**src/rtl/rst_cause_pkg.sv**
```systemverilog
package rst_cause_pkg;

  localparam int REG_W     = 16;
  localparam int NUM_CAUSE = 4;
  localparam int FLAG_LSB  = 2;

  // cause / flag indices; a lower index ranks higher
  localparam int C_POR  = 0;
  localparam int C_EXT  = 1;
  localparam int C_WDOG = 2;
  localparam int C_SW   = 3;

  typedef enum logic [1:0] {
    ACT_KEEP,
    ACT_SET,
    ACT_CLR
  } flagAct_e;

  typedef struct packed {
    logic [NUM_CAUSE-1:0] evtWin;   // at most one winning cause
    logic                 doWrite;  // accepted bus write
    logic                 readSel;  // address matches the register
  } strobe_t;

  // effect of a winning cause on one flag
  function automatic flagAct_e causeEffect(input int cause, input int flag);
    flagAct_e act;
    if (cause == flag) begin
      act = ACT_SET;
    end else begin
      unique case (cause)
        C_POR:          act = ACT_CLR;
        C_EXT, C_WDOG:  act = (flag == C_SW || flag == C_POR) ? ACT_CLR : ACT_KEEP;
        default:        act = (flag == C_POR) ? ACT_CLR : ACT_KEEP;
      endcase
    end
    return act;
  endfunction

endpackage

```
**src/rtl/rst_cause_ctrl.sv**
```systemverilog
module rst_cause_ctrl
  import rst_cause_pkg::*;
#(
  parameter int ADDR_W   = 4,
  parameter int REG_ADDR = 2
) (
  input  logic                 clk,
  input  logic                 sysRstN,
  input  logic [NUM_CAUSE-1:0] causePulse,
  input  logic [ADDR_W-1:0]    busAddr,
  input  logic                 busWe,
  output strobe_t              strb
);

  localparam logic [ADDR_W-1:0] MY_ADDR = ADDR_W'(REG_ADDR);

  logic [NUM_CAUSE-1:0] winner;
  logic                 anyCause;
  logic                 addrHit;

  // scan from lowest rank upward so the highest-ranked cause overwrites
  always_comb begin
    winner = '0;
    for (int c = NUM_CAUSE - 1; c >= 0; c--) begin
      if (causePulse[c]) begin
        winner    = '0;
        winner[c] = 1'b1;
      end
    end
  end

  assign anyCause = |causePulse;
  assign addrHit  = (busAddr == MY_ADDR);

  always_comb begin
    strb.evtWin  = winner;
    strb.readSel = addrHit;
    strb.doWrite = busWe && addrHit && sysRstN && !anyCause;
  end

  // a single winner per cycle
  a_r9_single_winner: assert property (@(posedge clk) disable iff (!sysRstN)
    $onehot0(strb.evtWin));

  // power-on always wins when present
  a_r9_por_ranks_first: assert property (@(posedge clk) disable iff (!sysRstN)
    causePulse[C_POR] |-> strb.evtWin[C_POR]);

  // external beats watchdog and software
  a_r9_ext_over_lower: assert property (@(posedge clk) disable iff (!sysRstN)
    (causePulse[C_EXT] && !causePulse[C_POR]) |-> strb.evtWin[C_EXT]);

  // no write is accepted alongside any cause pulse
  a_r10_cause_blocks_write: assert property (@(posedge clk) disable iff (!sysRstN)
    (|causePulse) |-> !strb.doWrite);

endmodule

```
**src/rtl/rst_cause_dp.sv**
```systemverilog
module rst_cause_dp
  import rst_cause_pkg::*;
(
  input  logic             clk,
  input  logic             sysRstN,
  input  strobe_t          strb,
  input  logic [REG_W-1:0] busWrData,
  output logic [REG_W-1:0] busRdData
);

  localparam logic [REG_W-1:0] FLAG_MASK = REG_W'(((1 << NUM_CAUSE) - 1) << FLAG_LSB);

  logic [NUM_CAUSE-1:0] flagQ;
  logic [NUM_CAUSE-1:0] flagD;
  logic [REG_W-1:0]     rdWord;
  logic                 unusedWrBits;

  assign unusedWrBits = ^(busWrData & ~FLAG_MASK);

  always_comb begin
    flagD = flagQ;
    for (int f = 0; f < NUM_CAUSE; f++) begin
      if (|strb.evtWin) begin
        for (int c = 0; c < NUM_CAUSE; c++) begin
          if (strb.evtWin[c]) begin
            unique case (causeEffect(c, f))
              ACT_SET: flagD[f] = 1'b1;
              ACT_CLR: flagD[f] = 1'b0;
              default: flagD[f] = flagQ[f];
            endcase
          end
        end
      end else if (strb.doWrite) begin
        flagD[f] = ~busWrData[FLAG_LSB + f];
      end
    end
  end

  // storage deliberately untouched by the system reset
  always_ff @(posedge clk) begin
    flagQ <= flagD;
  end

  always_comb begin
    rdWord = '0;
    for (int f = 0; f < NUM_CAUSE; f++) begin
      rdWord[FLAG_LSB + f] = flagQ[f];
    end
    busRdData = strb.readSel ? rdWord : '0;
  end

  // power-on leaves only its own flag
  a_r5_por_only: assert property (@(posedge clk) disable iff (!sysRstN)
    strb.evtWin[C_POR] |=> (flagQ == 4'b0001));

  // external sets its flag, keeps watchdog
  a_r6_ext_effect: assert property (@(posedge clk) disable iff (!sysRstN)
    strb.evtWin[C_EXT] |=> (flagQ[C_EXT] && !flagQ[C_SW] && !flagQ[C_POR]
                            && flagQ[C_WDOG] == $past(flagQ[C_WDOG])));

  // watchdog sets its flag, keeps external
  a_r7_wdog_effect: assert property (@(posedge clk) disable iff (!sysRstN)
    strb.evtWin[C_WDOG] |=> (flagQ[C_WDOG] && !flagQ[C_SW] && !flagQ[C_POR]
                             && flagQ[C_EXT] == $past(flagQ[C_EXT])));

  // software sets its flag, keeps watchdog and external
  a_r8_sw_effect: assert property (@(posedge clk) disable iff (!sysRstN)
    strb.evtWin[C_SW] |=> (flagQ[C_SW] && !flagQ[C_POR]
                           && flagQ[C_EXT] == $past(flagQ[C_EXT])
                           && flagQ[C_WDOG] == $past(flagQ[C_WDOG])));

  // accepted write stores the inverted data bits
  a_r4_inverted_write: assert property (@(posedge clk) disable iff (!sysRstN)
    strb.doWrite |=> (flagQ == ~{$past(busWrData[5]), $past(busWrData[4]),
                                 $past(busWrData[3]), $past(busWrData[2])}));

  // idle cycles hold the flags
  a_r12_hold: assert property (@(posedge clk) disable iff (!sysRstN)
    (!(|strb.evtWin) && !strb.doWrite) |=> $stable(flagQ));

endmodule

```
**src/rtl/rst_cause_reg.sv**
```systemverilog
module rst_cause_reg
  import rst_cause_pkg::*;
#(
  parameter int ADDR_W   = 4,
  parameter int REG_ADDR = 2
) (
  input  logic              clk,
  input  logic              sysRstN,
  input  logic              porPulse,
  input  logic              extPulse,
  input  logic              wdogPulse,
  input  logic              swPulse,
  input  logic [ADDR_W-1:0] busAddr,
  input  logic              busWe,
  input  logic [15:0]       busWrData,
  output logic [15:0]       busRdData
);

  logic [NUM_CAUSE-1:0] causePulse;
  strobe_t              strb;

  always_comb begin
    causePulse         = '0;
    causePulse[C_POR]  = porPulse;
    causePulse[C_EXT]  = extPulse;
    causePulse[C_WDOG] = wdogPulse;
    causePulse[C_SW]   = swPulse;
  end

  rst_cause_ctrl #(
    .ADDR_W   (ADDR_W),
    .REG_ADDR (REG_ADDR)
  ) u_ctrl (
    .clk        (clk),
    .sysRstN    (sysRstN),
    .causePulse (causePulse),
    .busAddr    (busAddr),
    .busWe      (busWe),
    .strb       (strb)
  );

  rst_cause_dp u_dp (
    .clk       (clk),
    .sysRstN   (sysRstN),
    .strb      (strb),
    .busWrData (busWrData),
    .busRdData (busRdData)
  );

endmodule

```
**config.mk**
```make
export PLATFORM = sky130hd
export DESIGN_NAME = rst_cause_reg
export DESIGN_NICKNAME = d
export VERILOG_FILES = /design/src/rtl/rst_cause_pkg.sv /design/src/rtl/rst_cause_ctrl.sv /design/src/rtl/rst_cause_dp.sv /design/src/rtl/rst_cause_reg.sv
export SDC_FILE = /design/constraint.sdc
export NUM_CORES = 1
export LEC_CHECK = 0
export CAP_MARGIN = 5
export CELL_PAD_IN_SITES_DETAIL_PLACEMENT = 0
export CELL_PAD_IN_SITES_GLOBAL_PLACEMENT = 1
export CORE_MARGIN = 5
export CORE_UTILIZATION = 15
export CTS_CLUSTER_DIAMETER = 30
export DETAILED_ROUTE_END_ITERATION = 7
export PLACE_DENSITY_LB_ADDON = 0.08
export SLEW_MARGIN = 5
export SYNTH_ARGS = -nofsm -noshare
export SYNTH_HDL_FRONTEND = slang
export SYNTH_SLANG_ARGS = --single-unit
```
**constraint.sdc**
```tcl
create_clock -name clk -period 1.4 [get_ports clk]
set_input_delay 0.14 -clock clk [delete_from_list [all_inputs] [get_ports clk]]
set_output_delay 0.14 -clock clk [all_outputs]
set_load 0.01 [all_outputs]
```
==> run metrics <==
outcome=finished, final reports clean; pins over their slew limit=0; static leakage power=0.2577 nW; worst hold slack=~550 ps; detailed-route vias per instance=around 3.5; worst voltage drop across the vdd grid=~0.00017 V; setup repair after global routing missed its margin=false; starting utilization of the core area=between 10% and 20%; maximum achievable frequency=approximately 750 MHz; worst path required time=1310 ps; count of input and output buffers=18; Top reg by flops=u_dp.flagQ; registers with the most flip-flops=u_dp.flagQ (4); Die Width=59.35 um; maximum count of clock buffers along a single path=2; number of violations reported at the end of detailed-routing iteration 0=2; layout cells sized above 1=28.57%; highest fanout seen on the critical path=3; final-layout setup total negative slack=0 ps; fraction of synthesized cell area in xor and xnor cells=0%; area added between synthesis and finish=70.55%; number of flip-flops under the largest register name=4; antenna violations before repair=0; via count of the first global-routing pass=roughly 320; max cap viols=0; Detailed Routing Iterations Pass 1=2; antenna-violating nets left=0; global-route wire length before repair=1366 um; standard-cell row count=17; count of pins on the block boundary=43; final HPWL from detailed placement=796 um; routed len/inst=about 10 um; area of the mapped netlist=approximately 370 um2; remaining design rule violation count=0; Total Die Area=approximately 3500 um2; pwr/cell area=approximately 620 nW/um2; global-route congestion overflow total=0; number of different library cells in the post-synthesis netlist=19; Synth Area in Compound Gates=between 10% and 20%; clock sinks=4; nature of the critical path endpoint=flop; pin count of the biggest net entering global routing=7; Final GP Congestion=0.6429; clock root buffer master=clkbuf_4; Avg Inst Size Synth=just under 10 um2; clock buffer count from CTS=3; Clock H-tree levels=1; adder-cell share of the synthesized area=0%; hold violation count in the final report=0; CTS tree=done; worst hold path type=in2reg; instance count of the mapped netlist=38; clock edge transition at the registers on the reported setup and hold paths=30 ps; critical path type=in2reg; post-synthesis mux area share=0%; total wire length after detailed routing=~910 um; data arrival time of the worst path=around 1200 ps; largest family of logic cells by synthesized area=buffers and inverters; placeable core region=between 2000 and 2500 um2; basic-gate share of the synthesized area counting and, or, nand and nor cells=between 20% and 30%; sequential share of the synthesized area=32.88%; period utilization=between 90% and 100%; final number of setup-violating endpoints=0; kind of start point of the critical path=input pin; minimum clock period=around 1300 ps; NumNets Final=between 90 and 100; Die Ht=59.35 um; flops & latches, synth=4; total routing resource utilization after global routing=about 5.6%; Vias=approximately 320; Synth warnings=0; final antenna diode count=0
critical path: stages:
cell and delay (ps):
dlygate4sd2_1 250, or4b_4 590, o41ai_4 250
routing by layer:
| metal | vias to the layer above | wire (um) | global-route usage [%] |
|---|---|---|---|
| li1 | 164 | - | - |
| met1 | 137 | 331 | 5.677 |
| met2 | 20 | 411 | 7.332 |
| met3 | 2 | 143 | 2.832 |
| met4 | 0 | 21 | 6.796 |
| met5 | - | 0 | 0 |
final timing paths:
check / depth (start not counted) / slack (ps) / from / endpoint
worst max-delay path: 3 / 70 / busAddr[2] / u_dp.flagQ[1]$_DFFE_PP_
worst min-delay path: 2 / 550 / busWrData[4] / u_dp.flagQ[2]$_DFFE_PP_
kinds of logic (layout without fill, tap and decap cells):
family / count (synthesis) / in the layout
buffers and inverters: 14 / 28
AO/OA/AOI/OAI: 7 / 7
flip-flops: 4 / 4
AND/OR/NAND/NOR: 12 / 12
other: 1 / 12
report_power, final:
part | internal (mW) | switching [mW] | total [mW]
logic | 0.0555 | 0.0502 | 0.106
clock network | 0.0955 | 0.0418 | 0.137
registers | 0.144 | 0.00192 | 0.146
Yosys cell counts:
cell	number	area share (%)
a2111oi_0	1	2.4
a21oi_1	2	2.7
and2_1	4	6.8
buf_4	12	25
conb_1	1	1.0
edfxtp_1	4	33
inv_1	2	2.1
nand2_1	1	1.0
nand2b_1	1	1.7
nor2_1	1	1.0
nor3_1	1	1.4
nor4_1	1	1.7
nor4b_1	1	2.4
o21ai_0	1	1.4
o311ai_2	1	4.5
o41ai_1	1	2.4
o41ai_2	1	4.5
or2_2	1	1.7
or4b_4	1	3.8
metrics by stage:
step / cells / util, % / setup slack, ps / power [mW] / area, um2
after floorplan: 49 / - / 116.2 / 0.2069 / 406.6
after global placement: 88 / 25.01 / -414.1 / 0.2491 / 569.3
after detailed placement: 88 / 25.01 / -429.2 / 0.2486 / 569.3
after CTS: 91 / 27.38 / 76.43 / 0.3977 / 623.1
after global routing: 91 / 27.38 / 47.19 / 0.4107 / 623.1
final: 91 / 27.38 / 73.27 / 0.3889 / 623.1
final cells by class:
| class | instances | area, um2 |
|---|---|---|
| clock buffer | 3 | 22.52 |
| fill | 251 | 1653 |
| inverter | 2 | 7.507 |
| multi-input combinational | 31 | 220.2 |
| sequential | 4 | 120.1 |
| tap | 28 | 35.03 |
| timing repair buffer | 23 | 217.7 |
timing repair:
item / 4_1_cts / 5_1_grt
setup buffers: 0 / 0
hold buffers: 0 / 0
endpoints found under the setup margin: 8 / 0
gates resized for setup: 21 / 0
layout by cell type (no fill, tap or decap), types with 2 or more instances in the layout:
cell type / instances
a21oi_1: 2
and2_1: 4
buf_4: 5
clkbuf_4: 3
clkdlybuf4s15_2: 4
clkdlybuf4s50_1: 10
conb_1: 12
dlygate4sd2_1: 4
edfxtp_1: 4
inv_1: 2
Note: power is estimated with default switching activity, not from simulation.
